### config.mk
export PLATFORM = sky130hd
export DESIGN_NAME = rtc_calendar
export DESIGN_NICKNAME = d
export VERILOG_FILES = /design/src/rtl/rtc_cal_pkg.sv /design/src/rtl/rtc_prescaler.sv /design/src/rtl/rtc_hold_ctrl.sv /design/src/rtl/rtc_cal_advance.sv /design/src/rtl/rtc_calendar.sv
export SDC_FILE = /design/constraint.sdc
export NUM_CORES = 1
export LEC_CHECK = 0
export BUFFER_PORTS_ARGS = -buffer_cell sky130_fd_sc_hd__buf_2
export CAP_MARGIN = 20
export CORE_MARGIN = 1
export CORE_UTILIZATION = 32
export DETAILED_ROUTE_END_ITERATION = 16
export MAX_ROUTING_LAYER = met4
export PLACE_DENSITY_LB_ADDON = 0.2
export SLEW_MARGIN = 20
export SYNTH_ARGS = -nofsm -noshare
export SYNTH_HDL_FRONTEND = slang
export SYNTH_SLANG_ARGS = --single-unit
### constraint.sdc
create_clock -name clk -period 5.3 [get_ports clk]
set_input_delay 1.06 -clock clk [delete_from_list [all_inputs] [get_ports clk]]
set_output_delay 1.06 -clock clk [all_outputs]
set_load 0.03 [all_outputs]
### src/rtl/rtc_cal_pkg.sv
`timescale 1ns/1ps
package rtc_cal_pkg;

  localparam int FIELD_W = 8;
  localparam int NFIELD  = 7;
  localparam int FIDX_W  = $clog2(NFIELD);

  // register map (byte offsets)
  localparam logic [7:0] OFS_CTRL   = 8'h00;
  localparam logic [7:0] OFS_HOLD   = 8'h08;
  localparam logic [7:0] OFS_WBANK  = 8'h14;
  localparam logic [7:0] OFS_LBANK  = 8'h4C;
  localparam logic [7:0] BANK_SPAN  = 8'(4 * (NFIELD - 1));

  typedef struct packed {
    logic [FIELD_W-1:0] sec;
    logic [FIELD_W-1:0] min;
    logic [FIELD_W-1:0] hour;
    logic [FIELD_W-1:0] wday;
    logic [FIELD_W-1:0] day;
    logic [FIELD_W-1:0] mon;
    logic [FIELD_W-1:0] year;
  } cal_t;

  localparam cal_t CAL_RESET = '{sec: 8'h00, min: 8'h00, hour: 8'h00,
                                 wday: 8'h00, day: 8'h01, mon: 8'h01,
                                 year: 8'h00};

  function automatic logic [7:0] bcd_inc(input logic [7:0] v);
    if (v[3:0] >= 4'd9) bcd_inc = {v[7:4] + 4'd1, 4'd0};
    else                bcd_inc = {v[7:4], v[3:0] + 4'd1};
  endfunction

  function automatic logic [7:0] field_of(input cal_t c, input logic [FIDX_W-1:0] i);
    case (i)
      3'd0:    field_of = c.sec;
      3'd1:    field_of = c.min;
      3'd2:    field_of = c.hour;
      3'd3:    field_of = c.wday;
      3'd4:    field_of = c.day;
      3'd5:    field_of = c.mon;
      default: field_of = c.year;
    endcase
  endfunction

endpackage

### src/rtl/rtc_prescaler.sv
`timescale 1ns/1ps
module rtc_prescaler #(
  parameter int PRESCALE = 32768,
  localparam int CW = (PRESCALE > 1) ? $clog2(PRESCALE) : 1
) (
  input  logic          clk,
  input  logic          rst,
  input  logic          tick,
  input  logic          run,
  input  logic          clear,
  output logic          sec_pulse,
  output logic [CW-1:0] count_o
);
  localparam logic [CW-1:0] LAST = CW'(PRESCALE - 1);

  logic [CW-1:0] cnt_q;

  always_ff @(posedge clk) begin
    if (rst || clear)           cnt_q <= '0;
    else if (run && tick)       cnt_q <= (cnt_q == LAST) ? '0 : cnt_q + 1'b1;
  end

  assign sec_pulse = run && tick && (cnt_q == LAST);
  assign count_o   = cnt_q;
endmodule

### src/rtl/rtc_hold_ctrl.sv
`timescale 1ns/1ps
module rtc_hold_ctrl #(
  parameter int HOLD_TICKS = 2,
  localparam int CW = $clog2(HOLD_TICKS + 1)
) (
  input  logic clk,
  input  logic rst,
  input  logic tick,
  input  logic wr,
  input  logic wr_val,
  output logic req_o,
  output logic ack_o,
  output logic load_o
);
  localparam logic [CW-1:0] LAST = CW'(HOLD_TICKS - 1);

  logic          req_q, ack_q;
  logic [CW-1:0] cnt_q;

  always_ff @(posedge clk) begin
    if (rst) begin
      req_q <= 1'b0;
      ack_q <= 1'b0;
      cnt_q <= '0;
    end else if (wr) begin
      if (wr_val) begin
        if (!req_q) begin
          req_q <= 1'b1;
          cnt_q <= '0;
        end
      end else begin
        req_q <= 1'b0;
        ack_q <= 1'b0;
        cnt_q <= '0;
      end
    end else if (req_q && !ack_q && tick) begin
      if (cnt_q == LAST) ack_q <= 1'b1;
      cnt_q <= cnt_q + 1'b1;
    end
  end

  assign req_o  = req_q;
  assign ack_o  = ack_q;
  assign load_o = wr && !wr_val && ack_q;
endmodule

### src/rtl/rtc_cal_advance.sv
`timescale 1ns/1ps
module rtc_cal_advance
  import rtc_cal_pkg::*;
(
  input  cal_t cur,
  input  logic mode24,
  output cal_t nxt
);
  logic       sec_wrap, min_wrap, day_step, day_wrap, mon_wrap;
  logic [7:0] last_day, h12_inc;
  logic [4:0] leap_sum;
  logic       leap;

  always_comb begin
    nxt      = cur;
    sec_wrap = (cur.sec == 8'h59);
    nxt.sec  = sec_wrap ? 8'h00 : bcd_inc(cur.sec);

    min_wrap = 1'b0;
    if (sec_wrap) begin
      min_wrap = (cur.min == 8'h59);
      nxt.min  = min_wrap ? 8'h00 : bcd_inc(cur.min);
    end

    day_step = 1'b0;
    h12_inc  = bcd_inc({3'b000, cur.hour[4:0]});
    if (min_wrap) begin
      if (mode24) begin
        day_step = (cur.hour == 8'h23);
        nxt.hour = day_step ? 8'h00 : bcd_inc(cur.hour);
      end else if (cur.hour[4:0] == 5'h12) begin
        nxt.hour = {2'b00, cur.hour[5], 5'h01};
      end else if (cur.hour[4:0] == 5'h11) begin
        nxt.hour = {2'b00, ~cur.hour[5], 5'h12};
        day_step = cur.hour[5];
      end else begin
        nxt.hour = {2'b00, cur.hour[5], h12_inc[4:0]};
      end
    end

    // leap: ten*10+one divisible by 4 <=> (2*ten+one) divisible by 4
    leap_sum = {cur.year[7:4], 1'b0} + {1'b0, cur.year[3:0]};
    leap     = (leap_sum[1:0] == 2'b00);
    case (cur.mon)
      8'h02:                      last_day = leap ? 8'h29 : 8'h28;
      8'h04, 8'h06, 8'h09, 8'h11: last_day = 8'h30;
      default:                    last_day = 8'h31;
    endcase

    day_wrap = 1'b0;
    if (day_step) begin
      nxt.wday = (cur.wday >= 8'h06) ? 8'h00 : cur.wday + 8'h01;
      day_wrap = (cur.day == last_day);
      nxt.day  = day_wrap ? 8'h01 : bcd_inc(cur.day);
    end

    mon_wrap = 1'b0;
    if (day_wrap) begin
      mon_wrap = (cur.mon == 8'h12);
      nxt.mon  = mon_wrap ? 8'h01 : bcd_inc(cur.mon);
    end

    if (mon_wrap) nxt.year = (cur.year == 8'h99) ? 8'h00 : bcd_inc(cur.year);
  end
endmodule

### src/rtl/rtc_calendar.sv
`timescale 1ns/1ps
module rtc_calendar
  import rtc_cal_pkg::*;
#(
  parameter int PRESCALE   = 32768,
  parameter int HOLD_TICKS = 2,
  parameter int ADDR_W     = 8,
  localparam int PRESC_W   = (PRESCALE > 1) ? $clog2(PRESCALE) : 1
) (
  input  logic              clk,
  input  logic              rst,
  input  logic              tick_32k,
  input  logic              bus_we,
  input  logic [ADDR_W-1:0] bus_addr,
  input  logic [7:0]        bus_wdata,
  output logic [7:0]        bus_rdata
);
  localparam logic [ADDR_W-1:0] A_CTRL = ADDR_W'(OFS_CTRL);
  localparam logic [ADDR_W-1:0] A_HOLD = ADDR_W'(OFS_HOLD);
  localparam logic [ADDR_W-1:0] A_WB   = ADDR_W'(OFS_WBANK);
  localparam logic [ADDR_W-1:0] A_LB   = ADDR_W'(OFS_LBANK);
  localparam logic [ADDR_W-1:0] SPAN   = ADDR_W'(BANK_SPAN);

  logic run_q, mode24_q;
  cal_t cal_q, cal_nxt, cal_load;
  logic [7:0] wbank [NFIELD];

  logic               hold_wr, req, ack, load, stopped, sec_pulse;
  logic [PRESC_W-1:0] presc_cnt;

  // address decode
  logic [ADDR_W-1:0] woff, loff;
  logic              wb_hit, lb_hit;
  logic [FIDX_W-1:0] wb_idx, lb_idx;

  assign woff   = bus_addr - A_WB;
  assign loff   = bus_addr - A_LB;
  assign wb_hit = (bus_addr >= A_WB) && (bus_addr <= A_WB + SPAN) && (bus_addr[1:0] == 2'b00);
  assign lb_hit = (bus_addr >= A_LB) && (bus_addr <= A_LB + SPAN) && (bus_addr[1:0] == 2'b00);
  assign wb_idx = woff[FIDX_W+1:2];
  assign lb_idx = loff[FIDX_W+1:2];
  assign hold_wr = bus_we && (bus_addr == A_HOLD);

  always_ff @(posedge clk) begin
    if (rst) begin
      run_q    <= 1'b0;
      mode24_q <= 1'b0;
    end else if (bus_we && bus_addr == A_CTRL) begin
      run_q    <= bus_wdata[7];
      mode24_q <= bus_wdata[5];
    end
  end

  // writable time bank
  for (genvar g = 0; g < NFIELD; g++) begin : g_wbank
    always_ff @(posedge clk) begin
      if (rst)                                          wbank[g] <= field_of(CAL_RESET, FIDX_W'(g));
      else if (bus_we && wb_hit && wb_idx == FIDX_W'(g)) wbank[g] <= bus_wdata;
    end
  end

  assign cal_load = '{sec: wbank[0], min: wbank[1], hour: wbank[2], wday: wbank[3],
                      day: wbank[4], mon: wbank[5], year: wbank[6]};

  rtc_hold_ctrl #(.HOLD_TICKS(HOLD_TICKS)) u_hold (
    .clk(clk), .rst(rst), .tick(tick_32k),
    .wr(hold_wr), .wr_val(bus_wdata[0]),
    .req_o(req), .ack_o(ack), .load_o(load)
  );

  assign stopped = req || ack;

  rtc_prescaler #(.PRESCALE(PRESCALE)) u_presc (
    .clk(clk), .rst(rst), .tick(tick_32k),
    .run(run_q && !stopped), .clear(load),
    .sec_pulse(sec_pulse), .count_o(presc_cnt)
  );

  rtc_cal_advance u_adv (.cur(cal_q), .mode24(mode24_q), .nxt(cal_nxt));

  always_ff @(posedge clk) begin
    if (rst)            cal_q <= CAL_RESET;
    else if (load)      cal_q <= cal_load;
    else if (sec_pulse) cal_q <= cal_nxt;
  end

  // registered read port
  always_ff @(posedge clk) begin
    if (rst)                     bus_rdata <= 8'h00;
    else if (bus_addr == A_CTRL) bus_rdata <= {run_q, 1'b0, mode24_q, 5'b00000};
    else if (bus_addr == A_HOLD) bus_rdata <= {6'b000000, ack, req};
    else if (wb_hit)             bus_rdata <= wbank[wb_idx];
    else if (lb_hit)             bus_rdata <= field_of(cal_q, lb_idx);
    else                         bus_rdata <= 8'h00;
  end
endmodule

**Word-level counts from Yosys, hierarchy flattened**

Memories as Yosys holds them, arrays and structs flattened.
Index checks and enable logic that the tools add are counted.

- Register bits: 85
- Bits in writable memories: 56
- Input port bits: 20
- Word-level logic and storage cells: 236
- Memories kept: 1

Memory list:

| name | words | bits a word | rd ports | clocked after memory_dff | write ports | RTL line | RTL |
|---|---|---|---|---|---|---|---|
| wbank | 7 | 8 | 8 | 0 | 7 | rtc_calendar.sv:26 | `logic [7:0] wbank [NFIELD];` |

- Add/subtract/negate cells: 19
- Order comparisons: 11
- Equality and inequality tests: 31
- Multiplexer cells: 78
- Bitwise operators: 8
- Reductions and logical operators: 64

Operators with widths:

| cell | count |
|---|---|
| 8-bit 2-to-1 mux | 30 |
| 56-bit 2-to-1 mux | 2 |
| 4-bit by 1-bit adder with 4-bit output (second input constant) | 12 |
| 8-bit one-hot mux with 6 select lines | 1 |
| 1-bit 2-to-1 mux | 36 |
| 4-bit greater-or-equal comparator (second input constant) | 6 |
| 1-bit logical AND | 21 |
| 3-bit AND reduction | 6 |
| 3-bit nonzero test | 6 |
| 8-bit by 3-bit == test with 1-bit output (second input constant) | 2 |
| 8-bit by 4-bit == test with 1-bit output (second input constant) | 2 |
| 8-bit by 5-bit == test with 1-bit output (second input constant) | 2 |
| 8-bit by 7-bit == test with 1-bit output (second input constant) | 2 |
| 16-bit 2-to-1 mux | 1 |
| 8-bit one-hot mux with 2 select lines | 1 |
| 2-bit nonzero test | 8 |
| 15-bit by 1-bit adder with 15-bit output (second input constant) | 1 |
| 15-bit == test (second input constant) | 1 |
| 3-bit == test (second input constant) | 5 |
| 15-bit 2-to-1 mux | 1 |
| 2-bit AND reduction | 7 |
| 3-bit by 2-bit == test with 1-bit output (second input constant) | 4 |
| 5-bit == test (second input constant) | 2 |
| 8-bit by 1-bit adder with 8-bit output (second input constant) | 1 |
| other kinds (35) | 51 |

**Longest topological paths before layout**

Gate-level depths: netlist of the first run.

- Depth after elaboration: 10
- Mapped depth: 12
- Mapped depth without buffers: 8

**By module**

A second synthesis of the first run with hierarchy kept.

- Cells, all modules: 1026
- Area, all modules: 9032.4 um2

Modules (own cells, without submodules):

| module | instances | cells an instance | area each (um2) | seq. area each (um2) |
|---|---|---|---|---|
| rtc_calendar | 1 | 615 | 5993.2 | 3002.9 |
| rtc_cal_advance | 1 | 303 | 2070.7 | 0.0 |
| rtc_prescaler | 1 | 82 | 748.2 | 300.3 |
| rtc_hold_ctrl | 1 | 26 | 220.2 | 80.1 |

**Worst setup path before layout of the first run**

Ideal clock, no wire load.

- Path kind: input port to flip-flop
- From: input bus_addr[2]
- To: memory wbank[5][0] (enable)
- Library setup time: 0.329 ns
- Arrival time: 3.722 ns
- Slack: 1.249 ns
- Stages on the path: 10
- Path buffers: 4
- Cells stage by stage: clkbuf_1 buf_1 inv_1 ha_1 ha_1 buf_1 clkbuf_1 and3_1 nand2_1 nand2_1

RTL lines:

| element | RTL line | RTL |
|---|---|---|
| from (decl) | rtc_calendar.sv:14 | `input logic [ADDR_W-1:0] bus_addr,` |
| to (decl) | rtc_calendar.sv:26 |  |

**Worst setup path in the final report of the first run**

- From: input bus_addr[2]
- To: register cal_q[26] (netlist bit)

- Longest elaborated chain between the ends: 6
- Elaborated cells on any way between the ends: 8
- Those cells by class: eq/ne: 1; mux: 1; reduce/logical: 6

Ends and longest elaborated chain:

| element | RTL line | RTL |
|---|---|---|
| 8-bit by 4-bit == test with 1-bit output (*) | rtc_calendar.sv:42 | `assign hold_wr = bus_we && (bus_addr == A_HOLD);` |
| 1-bit logical AND (*) | rtc_calendar.sv:42 |  |
| 1-bit logical AND (*) (2 in a row) | rtc_hold_ctrl.sv:44 | `assign load_o = wr && !wr_val && ack_q;` |
| 2-bit nonzero test (no line) | - |  |
| 2-bit AND reduction (no line) | - |  |
| to (signal assigned) | rtc_calendar.sv:83 | `else if (load) cal_q <= cal_load;` |
| to (signal assigned) | rtc_calendar.sv:84 | `else if (sec_pulse) cal_q <= cal_nxt;` |
| to (decl) | rtc_calendar.sv:25 | `cal_t cal_q, cal_nxt, cal_load;` |

Every way passes the cells marked *; elsewhere a longest branch is shown, timed or not.
A chain may end at the register's enable or synchronous reset.

==> impl_results.md, run 1 <==
* Status: complete, no violations
* Count leader, synth: dfxtp_1
* Fin crit share at 0.735
* Setup CP Type: input pin to flip-flop
* DR pass1 iterations at 5
* Required @ worst endpoint at 5.65 ns
* GRT Total Usage at 0.214
* Final hold vios at 0
* Crit path max fanout at 20
* Slew at the pin closest to its max-slew limit at 1.03 ns
* TNS Setup at 0 ns
* Max-Slew Margin vs Limit at 0.295
* H-tree Lvls at 4
* Reg power frac at 0.459
* Slew Viols, Final at 0
* Clk_skew at 0.0171 ns
* # resized after CTS at 0
* DRC viols at 0
* Int Pwr at 1.88 mW
* First-pass GRT wire length at 41,200 um
* Hold buffer count at cts at 0
* 1st-iter DRT viols at 613
* Synth cell count leaders: 85 x dfxtp_1, 84 x nor2_1, 67 x nand2_1, 65 x a21oi_1, 57 x and2_1
* Synth area leaders: dfxtp_1 20%, edfxtp_1 20%, ha_1 6.4%
* Share of the synthesized area in the top cell type at 0.203
* Pre-CTS setup slack at 1.02 ns
* Area growth syn-to-layout at 12.4%
* Post-route ant nets at 0
* Power Total at 2.57 mW
* Combinational power share at 0.059
* Sw Ratio at 0.269
* Worst-skew pair later-pin latency at 0.44 ns
* Cell accounting for the most synthesized area: dfxtp_1
* Gr busiest metal: met2
* CP cell instances: buf_2, inv_1, ha_1, nor4bb_1, and4b_2, nor2_1, or4b_1, a31oi_1
* Critical Path Source Type: input pin
* Worst path max stage delay at 0.64 ns
* Final worst path period need at 3.89 ns
* Clock share of power at 0.482
* Global routing usage on met2 at 0.312
* Ys Warns at 0
* FFs w/ async S/R, synth at 0
* Final Net Count at 995
* Layout cells sized above 1 at 0.104
* Vias in the first global route at 6,632
* Hold crit path type: flip-flop to flip-flop
* CP arrival at 4.25 ns
* Height of the die at 164 um
* RSZ-0062 raised after global routing: no
* Final Setup Violations at 0
* Switching power at 0.690 mW
* CTS tree: yes
* Slowest CP cell: and4b_2
* WL final at 26,800 um
* Antenna Cells at 0
* Main synth FF type: dfxtp_1
* Maxcap violations at 0
* Syn_area_per_cell at 9.11 um^2
* CTS Buf Count at 17
* Synthesized flop and latch total at 141
* Hpwl dp at 19,800 um
* M3 GR Usage at 0.0306
* Rows at 58
* WHS at 0.451 ns
* Initial antenna violation count at 0
* Leak at 3.34 nW
* Wire length per cell at 21.0 um
* Max VDD drop at 0.213 mV
* I/O Pins at 28
* Port-buffer cells at 27
* Post-synth cell types at 78
* Vias per cell at 5.67
* Clk sinks at 141
* Die width at 164 um
* Largest net degree at the start of global routing at 39
* Worst Setup Slack, final at 1.41 ns
* Clock Root Buffer: clkbuf_16
* Achievable frequency at 257 MHz
* Die area at 0.0269 mm^2
* Mapped cell area at 0.00839 mm^2
* DR vias at 7,225
* Post-synth EDFFs at 56
* Reg clk slew, reported paths at 0.07 ns
* RePlAce Congestion at 0.865
* P per Cell Area at 272 mW/mm^2
* Synth Instances at 921
* Worst Setup End Kind: flip-flop
* Global routing usage on met1 at 0.297
* CTS max path bufs at 2
* Syn_nets at 984
* Register area share after synthesis at 0.403
* Starting Density at 0.329
* Post-CTS Setup Repair Bufs at 0
* Post-layout util at 0.370
* GRT Residual Overflow at 0
* Core area at 0.0255 mm^2
==> critical path, delay by kind of cell <==
| family | cells | cell delay (ns) |
|---|---|---|
| AOI/OAI and AO/OA | 1 | 0.16 |
| adders and majority gates | 1 | 0.50 |
| buffers and inverters | 2 | 0.46 |
| and+or+nand+nor | 4 | 2.05 |
==> power by group through the flow <==
stage                     registers (mW)  clock network [mW]  logic [mW]
after floorplan                     1.18                   0      0.0968
after global placement              1.20                   0       0.151
after detailed placement            1.20                   0       0.151
after CTS                           1.18                1.25       0.152
after global routing                1.18                1.30       0.164
final                               1.18                1.24       0.152
==> cells by family (layout without fill, tap and decap cells) <==
logic type / after synthesis / after routing / share of synthesized area
buf+inv: 81 / 105 / 0.0382
fa+ha+maj: 43 / 43 / 0.0642
compound gates: 228 / 228 / 0.184
mux: 27 / 27 / 0.0451
xor+xnor: 18 / 18 / 0.0188
simple gates: 383 / 383 / 0.246
flops: 141 / 141 / 0.403
==> through the flow <==
stage / instances / area, um^2
after floorplan: 921 / 8390
after global placement: 1243 / 8830
after detailed placement: 1243 / 8830
after CTS: 1275 / 9430
after global routing: 1275 / 9430
final: 1275 / 9430
==> per-layer routing <==
| layer | vias up | share of wire |
|---|---|---|
| met5 | - | 0 |
| met4 | 0 | 0.025 |
| met3 | 42 | 0.051 |
| met2 | 245 | 0.45 |
| met1 | 3494 | 0.47 |
| li1 | 3444 | - |
==> cell type report <==
class | instances | area (um^2)
Clock buffer | 17 | 425
Clock inverter | 15 | 170
Fill cell | 2592 | 16000
Inverter | 34 | 128
Multi-Input combinational cell | 699 | 4680
Sequential cell | 141 | 3380
Tap cell | 330 | 413
Timing Repair Buffer | 39 | 225
==> state kept, by name, summed over array words and instances (netlist names), 2 cells and up <==
signal	flops
bus_rdata	8
cal_q	56
u_hold.cnt_q	2
u_presc.count_o	15
wbank	56
==> layout by cell type (no fill, tap or decap), types with 23 or more instances in the layout <==
cell / instances
ha_1: 43
o21ai_0: 31
inv_1: 34
buf_2: 27
a21oi_1: 65
and2_1: 57
edfxtp_1: 56
nand2_1: 67
nor2_1: 84
nand3_1: 41
nor3_1: 29
dfxtp_1: 85
a22oi_1: 23
==> path summary, 6_finish.rpt <==
| path | cells after the start | from | slack, ns | to |
|---|---|---|---|---|
| setup / recovery | 8 | bus_addr[2] | 1.41 | cal_q[26] |
| hold / removal | 2 | u_hold.cnt_q[1] | 0.45 | u_hold.cnt_q[1] |
| setup reg to reg | 8 | cal_q[9] | 1.97 | cal_q[0] |
| hold reg to reg | 2 | u_hold.cnt_q[1] | 0.45 | u_hold.cnt_q[1] |
(Power assumes the default switching activity.)
==> run 2: changes to the inputs <==
==> constraint.sdc (replaced) <==
create_clock -name clk -period 3.3 [get_ports clk]
set_input_delay 0.66 -clock clk [delete_from_list [all_inputs] [get_ports clk]]
set_output_delay 0.66 -clock clk [all_outputs]
set_load 0.03 [all_outputs]
==> run 2 against run 1 <==
Final cell count is 1.4% higher. Utilization increased by 0.56 points. First-iteration DRC count increased by 5.4%. Largest cell class unchanged. Routed wire length decreased by 0.30%. Hold slack about the same. Sequential power up 60%.
==> impl_results.md, run 2 (synthesis results as in run 1) <==
* Final Setup Violations at 0
* Achievable frequency at 347 MHz
* Crit path max fanout at 23
* Clock Root Buffer: clkbuf_16
* Leak at 3.44 nW
* Max VDD drop at 0.379 mV
* Commonest non-fill, non-tap cell in the layout: dfxtp_1
* WL met1 at 12,600 um
* Met3 routed WL at 1370 um
* CP arrival at 3.21 ns
* Critical Path Source Type: flip-flop
* CTS max path bufs at 2
* Post-CTS Setup Repair Bufs at 0
* GRT Residual Overflow at 0
* Starting Density at 0.329
* Slew at the pin closest to its max-slew limit at 0.940 ns
* Worst Setup Slack, final at 0.420 ns
* Area growth syn-to-layout at 14.1%
* Hpwl dp at 19,800 um
* WL final at 26,700 um
* Post-route ant nets at 0
* H-tree Lvls at 4
* Worst Setup End Kind: flip-flop
* Rows at 58
* # resized after CTS at 0
* Final hold vios at 0
* Maxcap violations at 0
* Antenna Cells at 0
* Final Net Count at 1,013
* CTS Buf Count at 17
* CTS tree: yes
* Vias in the first global route at 6,832
* First-pass GRT wire length at 41,100 um
* Hold buffer count at cts at 0
* Worst-skew pair later-pin latency at 0.44 ns
* Clk sinks at 141
* Status: complete, no violations
* Most frequent cells in the layout: 85 x dfxtp_1, 84 x nor2_1, 67 x nand2_1, 65 x a21oi_1, 57 x and2_1
* P per Cell Area at 430 mW/mm^2
* Die area at 0.0269 mm^2
* Required @ worst endpoint at 3.63 ns
* Core area at 0.0255 mm^2
* RePlAce Congestion at 0.853
* DRC viols at 0
* Wire length per cell at 20.6 um
* Register Area at 0.00338 mm^2
* Fin crit share at 0.873
* 1st-iter DRT viols at 646
* GRT Total Usage at 0.211
* Pre-CTS setup slack at 0.198 ns
* RSZ-0062 raised after global routing: no
* Max Used Layer: met4
* Hold crit path type: flip-flop to flip-flop
* Max-Slew Margin vs Limit at 0.367
* Reg clk slew, reported paths at 0.08 ns
* TNS Setup at 0 ns
* Setup CP Type: flip-flop to flip-flop
* Vias per cell at 5.62
* Initial antenna violation count at 0
* Layout cells sized above 1 at 0.120
* WL met2 at 12,100 um
* Height of the die at 164 um
* Clk_skew at 0.0145 ns
* I/O Pins at 28
* Slew Viols, Final at 0
* DR vias at 7,262
* Die width at 164 um
* Largest net degree at the start of global routing at 62
* Final worst path period need at 2.88 ns
* Filler cell count at 2,553
* Port-buffer cells at 27
* Multi-input logic area at 0.00468 mm^2
* DR pass1 iterations at 5
[run 2: cell types whose count changed in the layout (fill, tap and decap cells not counted)]
cell | previous run | this run
buf_4 | 12 | 29
buf_12 | 0 | 1
clkinv_4 | 1 | 2
clkinv_8 | 1 | 0
inv_6 | 5 | 4
inv_8 | 5 | 6
[run 2: worst max-delay path, cell delays in order, from the launching register on]
cell and delay [ns]:
dfxtp_1 0.46, inv_1 0.14, ha_1 0.25, a211oi_1 0.22, a2111oi_0 0.10, buf_4 0.16, o211a_2 0.29, o211ai_4 0.51
o21a_1 0.29, mux2_1 0.34
[run 2: routing by layer]
layer  vias up  track usage
met1      3512        0.288
met5         -            -
met3        39       0.0202
met4         0       0.0703
li1       3478            -
met2       233        0.328
[run 2: path summary, 6_finish.rpt]
check | start | endpoint | slack, ns | depth (start not counted)
worst max-delay path | cal_q[8] | cal_q[0] | 0.42 | 9
worst min-delay path | u_hold.cnt_q[1] | u_hold.cnt_q[1] | 0.45 | 2
worst max register to register | cal_q[8] | cal_q[0] | 0.42 | 9
worst min register to register | u_hold.cnt_q[1] | u_hold.cnt_q[1] | 0.45 | 2
[run 2: final cells by class]
cell class / instances / share of cell area
clock inverters: 15 / 0.0173
multi-input cells: 699 / 0.489
clock buffers: 17 / 0.0444
flip-flops and latches: 141 / 0.353
inverters: 34 / 0.0133
well taps: 330 / 0.0431
repair buffers: 57 / 0.0390
[run 2: power by group]
part	internal [mW]	switching [mW]	total (mW)	leakage (nW)
Clock	1.08	0.889	1.97	0.287
Sequential	1.85	0.0457	1.89	1.22
Combinational	0.0927	0.163	0.256	1.93
Total	3.02	1.10	4.12	3.44
[run 2: per-stage QoR]
step | instance area, um^2 | cells | hold WS, ns | util | total power [mW]
after detailed placement | 8980 | 1261 | 0.448 | 0.353 | 2.18
after global placement | 8980 | 1261 | 0.447 | 0.353 | 2.18
after global routing | 9570 | 1293 | 0.472 | 0.376 | 4.21
final | 9570 | 1293 | 0.451 | 0.376 | 4.12
after floorplan | 8390 | 921 | 0.432 | - | 2.05
after CTS | 9570 | 1293 | 0.457 | 0.376 | 4.13
